<file path="src/rtl/bpc_pkg.sv">
`timescale 1ns/1ps
package bpc_pkg;
  localparam int LFSR_MAX  = 10;
  localparam int SEQ_LEN   = 268;
  localparam int MARK8_LEN = 16;
  localparam int MARK10_LEN = 10;
  localparam logic [15:0] MARK8 = 16'hFF01;   // bit 0 = first received
  localparam logic [8:0]  SYNC_WORD = 9'h1BC;

  typedef enum logic [1:0] {ST_HUNT, ST_SEED, ST_RUN} chk_state_t;

  // one entry of the repeating control/data list: {flag, byte}
  function automatic logic [8:0] list_code(input logic [8:0] pos);
    logic [8:0] d;
    logic [8:0] t;
    d = pos - 9'd2;
    t = pos - 9'd258;
    if (pos == 9'd0) return 9'h1BC;
    if (pos == 9'd1) return 9'h1FB;
    if (pos < 9'd258) return {1'b0, d[7:0]};
    case (t)
      9'd0:    return 9'h11C;
      9'd1:    return 9'h13C;
      9'd2:    return 9'h15C;
      9'd3:    return 9'h17C;
      9'd4:    return 9'h19C;
      9'd5:    return 9'h1DC;
      9'd6:    return 9'h1FC;
      9'd7:    return 9'h1F7;
      9'd8:    return 9'h1FE;
      default: return 9'h1FD;
    endcase
  endfunction
endpackage

</file>
<file path="src/rtl/bpc_ref.sv">
`timescale 1ns/1ps
module bpc_ref import bpc_pkg::*; #(
  parameter int W = 10
) (
  input  logic         clk,
  input  logic         rst_n,
  input  logic         short_mode,
  input  logic         list_mode,
  input  logic         seed_en,
  input  logic [W-1:0] seed_word,
  input  logic         list_start,
  input  logic         adv,
  output logic [W-1:0] exp_word
);
  logic [LFSR_MAX-1:0]   st, st_seed;
  logic [8:0]            pos;
  logic [W+LFSR_MAX-1:0] run;

  function automatic logic [W+LFSR_MAX-1:0] step_word(input logic [LFSR_MAX-1:0] s0,
                                                      input logic short_m);
    logic [LFSR_MAX-1:0] s;
    logic [W-1:0] b;
    logic nb;
    s = s0;
    b = '0;
    for (int i = 0; i < W; i++) begin
      nb   = short_m ? (s[0] ^ s[2] ^ s[4] ^ s[7]) : (s[2] ^ s[9]);
      b[i] = nb;
      s    = {s[LFSR_MAX-2:0], nb};
    end
    return {s, b};
  endfunction

  assign run = step_word(st, short_mode);

  always_comb begin
    for (int k = 0; k < LFSR_MAX; k++) st_seed[k] = seed_word[W-1-k];
  end

  assign exp_word = list_mode ? {{(W-9){1'b0}}, list_code(pos)} : run[W-1:0];

  always_ff @(posedge clk or negedge rst_n) begin
    if (!rst_n) begin
      st  <= '0;
      pos <= '0;
    end else begin
      if (seed_en)     st <= st_seed;
      else if (adv)    st <= run[W+LFSR_MAX-1:W];
      if (list_start)  pos <= 9'd1;
      else if (adv)    pos <= (pos == 9'(SEQ_LEN - 1)) ? 9'd0 : pos + 9'd1;
    end
  end
endmodule

</file>
<file path="config.mk">
export PLATFORM = sky130hd
export DESIGN_NAME = bpc_ref
export DESIGN_NICKNAME = d
export VERILOG_FILES = /design/src/rtl/bpc_pkg.sv /design/src/rtl/bpc_ref.sv
export SDC_FILE = /design/constraint.sdc
export NUM_CORES = 1
export LEC_CHECK = 0
export BUFFER_PORTS_ARGS = -buffer_cell sky130_fd_sc_hd__buf_4
export CAP_MARGIN = 15
export CORE_ASPECT_RATIO = 1.2
export CORE_MARGIN = 2
export CORE_UTILIZATION = 40
export DETAILED_ROUTE_END_ITERATION = 10
export PLACE_DENSITY = 0.57
export SETUP_SLACK_MARGIN = 0.4
export SLEW_MARGIN = 10
export SYNTH_ARGS = -nofsm -noshare
export SYNTH_HDL_FRONTEND = slang
export SYNTH_SLANG_ARGS = --single-unit
</file>
<file path="constraint.sdc">
create_clock -name clk -period 5.4 [get_ports clk]
set_input_delay 1.08 -clock clk [delete_from_list [all_inputs] [get_ports clk]]
set_output_delay 1.08 -clock clk [all_outputs]
set_load 0.05 [all_outputs]
</file>
After elaboration in Yosys (flattened, before gate mapping)
Memory sizes are Yosys's and may differ from the RTL's. Index checks and enable logic that the tools add are counted.

Output and inout port bits: 10. Memories kept: 1. Flip-flop bits (word level): 19. Logic and storage cells: 82. Bits in read-only memories: 96.

Multiplexer cells: 29. Add/subtract/negate cells: 3. Eq/ne operators: 2. Bitwise gates (word level): 40. Order comparisons: 1. Reductions and logical operators: 4.

Memory list: (name not given) (depth 16, bits a word 6, rd ports 1, clocked after memory_dff 0, write ports 0, RTL line bpc_pkg.sv:21) `case (t)`.

Operators with widths (number): $mux W9 (10); $xor A1 B1 Y1 (40); $mux W10 (3); $mux W1 (16); $add A9 B1 Y9 const B (1); $eq A9 B1 Y1 const B (1); $eq A9 B9 Y1 const B (1); $logic_not A9 Y1 (1); $lt A9 B9 Y1 const B (1); $sub A9 B9 Y9 const B (1); $sub A8 B2 Y8 const B (1); $logic_not A5 Y1 (1); $reduce_bool A2 Y1 (2).

Logic depth before layout (Yosys ltp)
Gate-level depths: netlist of run 1.

Word-level depth: 42. Depth in mapped cells: 9. Mapped depth without buffers: 9.

Least setup slack after synthesis of run 1
No wires, ideal clock.

Path kind: input -> output. Start point: input short_mode. End point: output exp_word[7]. Path slack: 964 ps. Stages: 6. Arrival time: 3356 ps. Data required time: 4320 ps. Path through: buf_2 > mux2i_1 > xnor2_2 > xnor3_1 > a21o_1 > o21ai_0.

Word-level cells in the longest chain between the ends: 30.

RTL lines: from (decl) (RTL line bpc_ref.sv:7) `input logic short_mode,`; $mux W1 (RTL line bpc_ref.sv:27) `nb = short_m ? (s[0] ^ s[2] ^ s[4] ^ s[7]) : (s[2] ^ s[9]);`; $xor A1 B1 Y1 (3 in a row) (RTL line bpc_ref.sv:27); $mux W1 (RTL line bpc_ref.sv:27); $xor A1 B1 Y1 (3 in a row) (RTL line bpc_ref.sv:27); $mux W1 (RTL line bpc_ref.sv:27); $xor A1 B1 Y1 (3 in a row) (RTL line bpc_ref.sv:27); $mux W1 (RTL line bpc_ref.sv:27); $xor A1 B1 Y1 (3 in a row) (RTL line bpc_ref.sv:27); $mux W1 (RTL line bpc_ref.sv:27); $xor A1 B1 Y1 (3 in a row) (RTL line bpc_ref.sv:27); $mux W1 (RTL line bpc_ref.sv:27); $xor A1 B1 Y1 (3 in a row) (RTL line bpc_ref.sv:27); $mux W1 (RTL line bpc_ref.sv:27); $xor A1 B1 Y1 (3 in a row) (RTL line bpc_ref.sv:27); $mux W1 (*) (RTL line bpc_ref.sv:27); $mux W10 (*) (RTL line bpc_ref.sv:40) `assign exp_word = list_mode ? {{(W-9){1'b0}}, list_code(pos)} : run[W-1:0];`; to (decl) (RTL line bpc_ref.sv:13) `output logic [W-1:0] exp_word`.

Mark *: on every way between the ends. The rest lies on a longest branch, timed or not.

Worst setup path in the final report of run 1
Start point: register pos[5]. End point: output exp_word[5].

Word-level cells in the longest chain between the ends: 8.

RTL lines: from (decl) (RTL line bpc_ref.sv:16) `logic [8:0] pos;`; from (signal assigned) (RTL line bpc_ref.sv:50) `else if (adv) pos <= (pos == 9'(SEQ_LEN - 1)) ? 9'd0 : pos + 9'd1;`; $lt A9 B9 Y1 (RTL line bpc_pkg.sv:20) `if (pos < 9'd258) return {1'b0, d[7:0]};`; $mux W1 (2 in a row) (RTL line bpc_pkg.sv:20); $mux W1 (RTL line bpc_pkg.sv:19) `if (pos == 9'd1) return 9'h1FB;`; $mux W9 (RTL line bpc_pkg.sv:21); $mux W9 (RTL line bpc_pkg.sv:20); $mux W9 (*) (RTL line bpc_pkg.sv:19); $mux W10 (*) (RTL line bpc_ref.sv:40).

Mark *: on every way between the ends. The rest lies on a longest branch, timed or not. The select of a mux whose other input is x is not followed.

==> results of run 1 <==
[cell families after synthesis]
group / after synthesis
AOI/OAI and AO/OA: 54
buffers and inverters: 26
adders and majority gates: 7
DFF: 19
xor gates and xnor gates: 44
muxes: 13
and+or+nand+nor: 70
[final cells by class]
cell class                 instances  share of cell area
timing repair buffer              26              0.0883
inverter                           8              0.0136
tap                               60              0.0340
sequential                        19               0.215
clock buffer                       3              0.0187
multi-input combinational        188               0.627
clock inverter                     1             0.00340
[per-layer routing]
metal  up-vias  share of wire  GRT usage
met5         -              0          0
met4         0          0.010     0.0420
met3         5          0.033     0.0208
met2        33           0.54      0.365
met1       782           0.42      0.242
li1        827              -          -
[worst min-delay path: stages (launching register included)]
cell     delay (ns)
dfrtp_1        0.47
nand2_1        0.09
a21oi_1        0.05
[layout by cell type (no fill, tap or decap), drive strengths merged, types with 4 or more instances in the layout]
| cell type | instances |
|---|---|
| xnor2 | 26 |
| nor3b | 4 |
| xor2 | 12 |
| nand2 | 27 |
| nand3 | 4 |
| mux2i | 11 |
| a31oi | 4 |
| inv | 7 |
| ha | 7 |
| o21ai | 19 |
| buf | 26 |
| nor3 | 4 |
| a21oi | 12 |
| dfrtp | 19 |
| nor2 | 15 |
[flip-flops by register name, indices dropped and copies added (netlist names)]
name	count
pos	9
st	10
[worst min-delay path by stage]
stage	end	slack, ns	cells past startpoint
final	pos[8]$_DFFE_PN0P_	0.65	2
after global routing	pos[8]$_DFFE_PN0P_	0.69	1
after detailed placement	pos[8]$_DFFE_PN0P_	0.64	2
after global placement	pos[8]$_DFFE_PN0P_	0.63	2
after CTS	pos[8]$_DFFE_PN0P_	0.66	2
after floorplan	pos[8]$_DFFE_PN0P_	0.56	2
[through the flow]
stage,hold slack (ns),cell area [µm²],std cells
finish,0.650,2210,305
CTS,0.657,2210,305
global route,0.691,2210,305
floorplan,0.556,1970,233
detailed placement,0.642,2160,301
global placement,0.628,2160,301
==> metrics.cfg, run 1 <==
[timing]
setup_viol = 0
skew_ns = 0.00339
maxSlewHeadroom = 0.587
grt_setup_unrepaired = no
final.period_utilization = 0.708
tns_ns = 0
maxSlewViolCount = 0
post-route-min-period_ns = 3.82
fin_ws_ns = 1.58
fmax_ghz = 0.262
timing.final.hold_violations = 0
worst_pin_slew_ns = 0.616

[layout]
nNetsFinal = 270
fillerInstances = 498
seqCellArea_um2 = 475
final_core_util = 0.457
num_antenna_cells = 0
drive_gt1_frac = 0.147
areaGrowthSynthToFinish_pct = 12.1
multi_input_area_mm2 = 0.00139

[yosys]
ys_seq_area_frac = 0.241
synth_warnings = 0
async_reset_ff_frac = 1.00
synth-xor-area-share = 0.244
synth_edf_count = 0
ys.flop_type = dfrtp_1
netlist_instances = 233
yosysTopAreaCellShare = 0.241
synth_mux_area_frac = 0.0737
synth_area_leaders = dfrtp_1 (24%), xnor2_1 (11%), xor2_1 (5.3%)
synth_commonest_cells = nand2_1 (27), xnor2_1 (25), dfrtp_1 (19)
avgSynthCellArea_um2 = 8.46
synth_top_family_by_area = XOR/XNOR gates
synth_fa_ha_area_frac = 0.0444
yosysTopAreaCell = dfrtp_1
synth_compound_area_frac = 0.166
ys_ff_latch = 19
syn_nets = 257
synth.most_common_cell = nand2_1
yosys.area_share.simple = 0.175
yosys.cell_types.count = 49
syn-cell-area_mm2 = 0.00197

[worst_setup_path]
cp_max_fo = 7
worstSetupStartpointType = flip-flop
cp-endpoint = exp_word[5]
end_kind = primary output
slowest_delay_ns = 0.61
crit_cells = 8
cp_slowest_cell = or4_1
r2r-start = st[0]$_DFFE_PN0P_
crit_type = flip-flop to primary output
r2r_setup_slack_ns = 2.95
cp_top_family = simple AND/OR/NAND/NOR gates
critPathRequiredTime_ns = 4.32
startpoint = pos[5]$_DFFE_PN0P_
path_cells = or4_1 -> nor4_2 -> o21ai_0 -> and2_1 -> inv_1 -> o22ai_1 -> a21oi_1 -> buf_4
crit_buf_inv = 2
r2r_cells = 7
arrival_ns = 2.74
r2r-end = st[1]$_DFFE_PN0P_

[routing]
firstDrtPassIters = 4
viasPerCell = 5.40
antenna_left = 0
drc = 0
drt_iter0_markers = 56
routed_wl_um = 4860
route.vias.total = 1647
wl_per_cell_um = 15.9

[cts]
cts-resized-gates = 0
clkTransAtPathRegs_ns = 0.08
post-cts-setup-buffer-count = 0
cts_buffers = 3
cts-root-buf = clkbuf_8
holdBufCountCts = 0
worstSkewPairLatency_ns = 0.27
clockBufferDepth = 2
htreeDepth = 1
cts_tree = yes
cts.sinks = 19

[placed_design]
dpl_worst_slack_ns = 1.56
portBuffers = 26
place_hpwl_um = 3640
place_congestion = 0.859

[hold_path]
min_from = pos[8]$_DFFE_PN0P_
hp-class = flip-flop to flip-flop

[grt]
gr-usage-all-layers = 0.198
gr-total-overflow = 0
antenna_found_initial = 0
grt_pass1_wl_um = 8200
grt_pass1_vias = 1664
grt_max_degree = 23

[die]
initial_core_util = 0.408
die_area_mm2 = 0.00551
num_io_pins = 27
rows = 28
die_h_um = 80.9
core_mm2 = 0.00483
die_width_um = 68.1

[run_status]
outcome = finished clean

[flow_run]
cap_violations = 0

Power of run 1 is left out: the tool's default activity adds up to more than one toggle a clock period on the data nets, which glitch-free logic cannot reach.
==> run 2: changes to the inputs <==
ABC_AREA = 1   (was default)
PLACE_DENSITY = 0.56   (was 0.57)
clock period = 3.95 ns   (was 5.4 ns; I/O delays follow)
==> run 2 against run 1 <==
The run now ends with setup timing left; synthesized cell count increased by 48%; cell count increased by 66%; clock-buffer cell count unchanged; die area increased by 17%; non-clock buffer count increased by 75; critical path type unchanged; utilization increased by 20 points; clock skew decreased by 0.00060 ns; global-route usage increased by 3.4 points.
==> metrics.cfg, run 2 <==
[layout]
reg_top3 = st x10, pos x9
nNetsFinal = 467
num_antenna_cells = 0
drive_gt1_frac = 0.471
largest_reg_flops = 10
regMostFlops = st
layout_commonest_cell = buf_4
seqCellArea_um2 = 478
areaGrowthSynthToFinish_pct = 59.1
final_cell_mix = buf_4 (84), nand2_1 (54), inv_1 (43)
final_core_util = 0.660
fillerInstances = 490
multi_input_area_mm2 = 0.00207

[hold_path]
hp-class = primary input to asynchronous set/reset pin

[cts]
clockBufferDepth = 2
cts-root-buf = clkbuf_8
clkTransAtPathRegs_ns = 0.07
cts_tree = yes
cts.sinks = 19
worstSkewPairLatency_ns = 0.26
cts_buffers = 3
htreeDepth = 1

[worst_setup_path]
r2r_cells = 39
crit_cells = 38
r2r_setup_slack_ns = -0.24
end_kind = primary output
r2r-end = st[1]$_DFFE_PN0P_
crit_buf_inv = 1
crit_top_cell = nand3_4
arrival_ns = 4.25
cp_slowest_cell = dfrtp_2
cp-endpoint = exp_word[9]
worstSetupStartpointType = flip-flop
cp_max_fo = 5
r2r-start = st[2]$_DFFE_PN0P_
cp_top_family = simple AND/OR/NAND/NOR gates
startpoint = st[2]$_DFFE_PN0P_
crit_type = flip-flop to primary output
slowest_delay_ns = 0.46
critPathRequiredTime_ns = 3.16

[placed_design]
portBuffers = 26
place_hpwl_um = 5550
place_congestion = 0.867

[timing]
grt_setup_unrepaired = yes
final.period_utilization = 1.28
maxSlewViolCount = 0
maxSlewHeadroom = 0.536
timing.final.hold_violations = 0
fin_ws_ns = -1.09
setup_viol = 8
skew_ns = 0.00279
post-route-min-period_ns = 5.04
tns_ns = -4.62
worst_pin_slew_ns = 0.689
fmax_ghz = 0.198

[yosys]
yosysTopAreaCellShare = 0.204
yosys.cell_types.count = 28
ys.flop_type = dfrtp_1
syn-cell-area_mm2 = 0.00233
netlist_instances = 344
synth.most_common_cell = nand2_1
syn_nets = 368
synth_area_leaders = dfrtp_1 (20%), nand2_1 (11%), nand3_1 (11%)
ys_seq_area_frac = 0.204
synth_warnings = 0
ys_ff_latch = 19
avgSynthCellArea_um2 = 6.79
synth_commonest_cells = nand2_1 (67), nand3_1 (49), inv_1 (47)
async_reset_ff_frac = 1.00
yosysTopAreaCell = dfrtp_1
synth_edf_count = 0

[die]
core_mm2 = 0.00563
die_width_um = 73.7
die_area_mm2 = 0.00647
die_h_um = 87.7
num_io_pins = 27
initial_core_util = 0.415
rows = 30

[run_status]
outcome = finished, violations left
violations = setup timing

[grt]
gr-usage-all-layers = 0.231
grt_pass1_wl_um = 11700
grt_pass1_vias = 2550
grt_max_degree = 20
gr-total-overflow = 0
antenna_found_initial = 0

[power_and_ir_drop]
irDropWorstVdd_v = 0.000247
powerDensity_mw_per_mm2 = 615
p_leak_uw = 0.00181

[routing]
viasPerCell = 5.15
drt_iter0_markers = 66
drc = 0
firstDrtPassIters = 7
antenna_left = 0
routed_wl_um = 7670
wl_per_cell_um = 15.1
route.vias.total = 2605

[flow_run]
cap_violations = 0

==> run 2: worst min path at each step <==
stage	from	to	slack, ns	cells past startpoint
after floorplan	rst_n	pos[0]$_DFFE_PN0P_	0.49	0
final	rst_n	pos[1]$_DFFE_PN0P_	0.39	1
after global routing	rst_n	pos[0]$_DFFE_PN0P_	0.41	1
after CTS	rst_n	pos[3]$_DFFE_PN0P_	0.40	1
after detailed placement	pos[7]$_DFFE_PN0P_	pos[7]$_DFFE_PN0P_	0.58	2
after global placement	pos[7]$_DFFE_PN0P_	pos[7]$_DFFE_PN0P_	0.58	2
==> run 2: power by group <==
part / internal (µW) / switching [µW] / total, µW
clock network: 70.1 / 63.9 / 134
logic: 848 / 1060 / 1900
registers: 218 / 27.3 / 245
==> run 2: kinds of logic after synthesis <==
kind of cell	after synthesis	share of synthesized area
buffers and inverters	58	0.101
adder cells (fa/ha/maj)	7	0.0375
AO/OA/AOI/OAI	39	0.104
flip-flops	19	0.204
AND/OR/NAND/NOR	201	0.479
XOR/XNOR	20	0.0750
==> run 2: layer usage <==
layer,vias to the layer above,share of wire,GRT usage
li1,1338,-,-
met1,1219,0.40,0.270
met2,31,0.56,0.442
met3,17,0.015,0.0150
met4,0,0.023,0.0694
met5,-,0,0
==> run 2: final cells by class <==
| cell class | instances | area share |
|---|---|---|
| well taps | 64 | 0.0216 |
| clock buffers | 3 | 0.0111 |
| multi-input cells | 267 | 0.558 |
| repair buffers | 101 | 0.222 |
| inverters | 51 | 0.0566 |
| flip-flops and latches | 19 | 0.129 |
| clock inverters | 1 | 0.00135 |
==> run 2: per-stage QoR <==
step | area [µm²] | worst slack, ns | power, µW | std cells | hold slack, ns
floorplan | 2440 | -0.576 | 1140 | 344 | 0.494
global placement | 3060 | -0.900 | 1610 | 478 | 0.579
detailed placement | 3060 | -0.932 | 1610 | 478 | 0.582
CTS | 3310 | -0.907 | 1900 | 493 | 0.404
finish | 3710 | -1.09 | 2280 | 506 | 0.394
global route | 3710 | -1.37 | 2440 | 506 | 0.409
==> run 2: timing repair <==
action                     4_1_cts  5_1_grt
resized for setup               28       61
buffers inserted                11       13
setup endpoints to repair        9       13
pin swaps                       24       27
hold buffers                     0        0
(Power assumes the default switching activity.)
==> run 3: changes to the inputs <==
REMOVE_ABC_BUFFERS = 1   (was default)
==> run 3 against run 2 <==
The run still ends with setup timing left; combinational power decreased by 11%; largest power group unchanged; power decreased by 8.9%; highest routed layer unchanged; worst hold slack improved by 0.0038 ns; worst setup slack improved by 0.051 ns.
==> metrics.cfg, run 3 (synthesized netlist as in run 2, its figures left out) <==
[cts]
clkTransAtPathRegs_ns = 0.07
cts-root-buf = clkbuf_8
htreeDepth = 1
cts_buffers = 3
cts_tree = yes
clockBufferDepth = 2
worstSkewPairLatency_ns = 0.26
cts.sinks = 19

[routing]
dr_wl_met3_um = 127
drc = 0
viasPerCell = 5.14
route.vias.total = 2599
wl_per_cell_um = 14.7
met1_length_um = 3040
antenna_left = 0
routed_wl_um = 7420
drt_iter0_markers = 143
firstDrtPassIters = 4
route.met2.wl_um = 4090
route.top_layer_used = met4

[worst_setup_path]
r2r_cells = 40
crit_type = primary input to primary output
cp_max_fo = 19
arrival_ns = 4.20
end_kind = primary output
crit_top_cell = nand3_2
critPathRequiredTime_ns = 3.16
worstSetupStartpointType = primary input
slowest_delay_ns = 0.32
cp_slowest_cell = buf_4

[die]
core_mm2 = 0.00563
num_io_pins = 27
die_h_um = 87.7
rows = 30
die_area_mm2 = 0.00647
die_width_um = 73.7
initial_core_util = 0.415

[layout]
num_antenna_cells = 0
largest_reg_flops = 10
reg_top3 = st x10, pos x9
seqCellArea_um2 = 479
areaGrowthSynthToFinish_pct = 49.9
layout.cells.non_filler = 506
nNetsFinal = 467
fillerInstances = 550
multi_input_area_mm2 = 0.00189
drive_gt1_frac = 0.448
fin_area_mm2 = 0.00350
final_core_util = 0.622
layout_commonest_cell = buf_4
final_cell_mix = buf_4 (87), nand2_1 (57), inv_1 (44)
regMostFlops = st

[timing]
fmax_ghz = 0.200
maxSlewHeadroom = 0.517
tns_ns = -4.30
worst_pin_slew_ns = 0.718
post-route-min-period_ns = 4.99
hold_slack_ns = 0.398
fin_ws_ns = -1.04
grt_setup_unrepaired = yes
maxSlewViolCount = 0
final.period_utilization = 1.26
setup_viol = 8
skew_ns = 0.00420
timing.final.hold_violations = 0

[run_status]
violations = setup timing
outcome = finished, violations left

[placed_design]
placed_cells = 474
place_congestion = 0.865
placed_area_mm2 = 0.00292
portBuffers = 26
place_hpwl_um = 5500

[power_and_ir_drop]
powerDensity_mw_per_mm2 = 594
p_leak_uw = 0.00176
irDropWorstVdd_v = 0.000204

[hold_path]
hp-class = primary input to asynchronous set/reset pin

[grt]
grt_max_degree = 20
grt_pass1_wl_um = 11600
gr-usage-all-layers = 0.230
gr-total-overflow = 0
grt_pass1_vias = 2503
antenna_found_initial = 0

[flow_run]
cap_violations = 0

run 3: metal layers:
layer  up-vias  track usage
met5         -            0
met4         0       0.0628
met3        12       0.0138
met2        31        0.442
met1      1223        0.271
li1       1333            -
run 3: worst max-delay path: cells and delay by family:
kind / cells / cell delay (ns)
and+or+nand+nor: 26 / 2.45
AOI/OAI and AO/OA: 1 / 0.14
buffers and inverters: 6 / 0.83
run 3: metrics by stage:
stage          setup WS, ns  total power, µW
6_report              -1.04             2080
4_1_cts              -0.886             1860
2_1_floorplan         -1.23             1070
3_5_place_dp          -1.06             1540
3_3_place_gp         -0.992             1530
5_1_grt               -1.38             2220
run 3: path summary, 6_finish.rpt:
kind	startpoint	endpoint	slack [ns]
setup / recovery	short_mode	exp_word[8]	-1.04
hold / removal	rst_n	st[3]$_DFFE_PN0P_	0.40
setup reg to reg	st[2]$_DFFE_PN0P_	st[1]$_DFFE_PN0P_	-0.02
hold reg to reg	pos[7]$_DFFE_PN0P_	pos[7]$_DFFE_PN0P_	0.59
max in group asynchronous	rst_n	st[4]$_DFFE_PN0P_	3.33
min in group clk	pos[7]$_DFFE_PN0P_	pos[7]$_DFFE_PN0P_	0.59
run 3: where the power goes:
group / switching (µW) / internal [µW]
clock: 63.5 / 70.1
sequential: 28.1 / 218
combinational: 938 / 762
run 3: area by class of cell:
class / instances / share of cell area
clock buffer: 3 / 0.0118
tap: 64 / 0.0229
timing repair buffer: 101 / 0.232
clock inverter: 1 / 0.00143
multi-input combinational: 267 / 0.539
sequential: 19 / 0.137
inverter: 51 / 0.0561
run 3: timing repair:
action,4_1_cts,5_1_grt
resized for setup,35,39
setup buffers,15,13
setup endpoints to repair,11,13
hold buffers,0,0
pin swaps,13,23
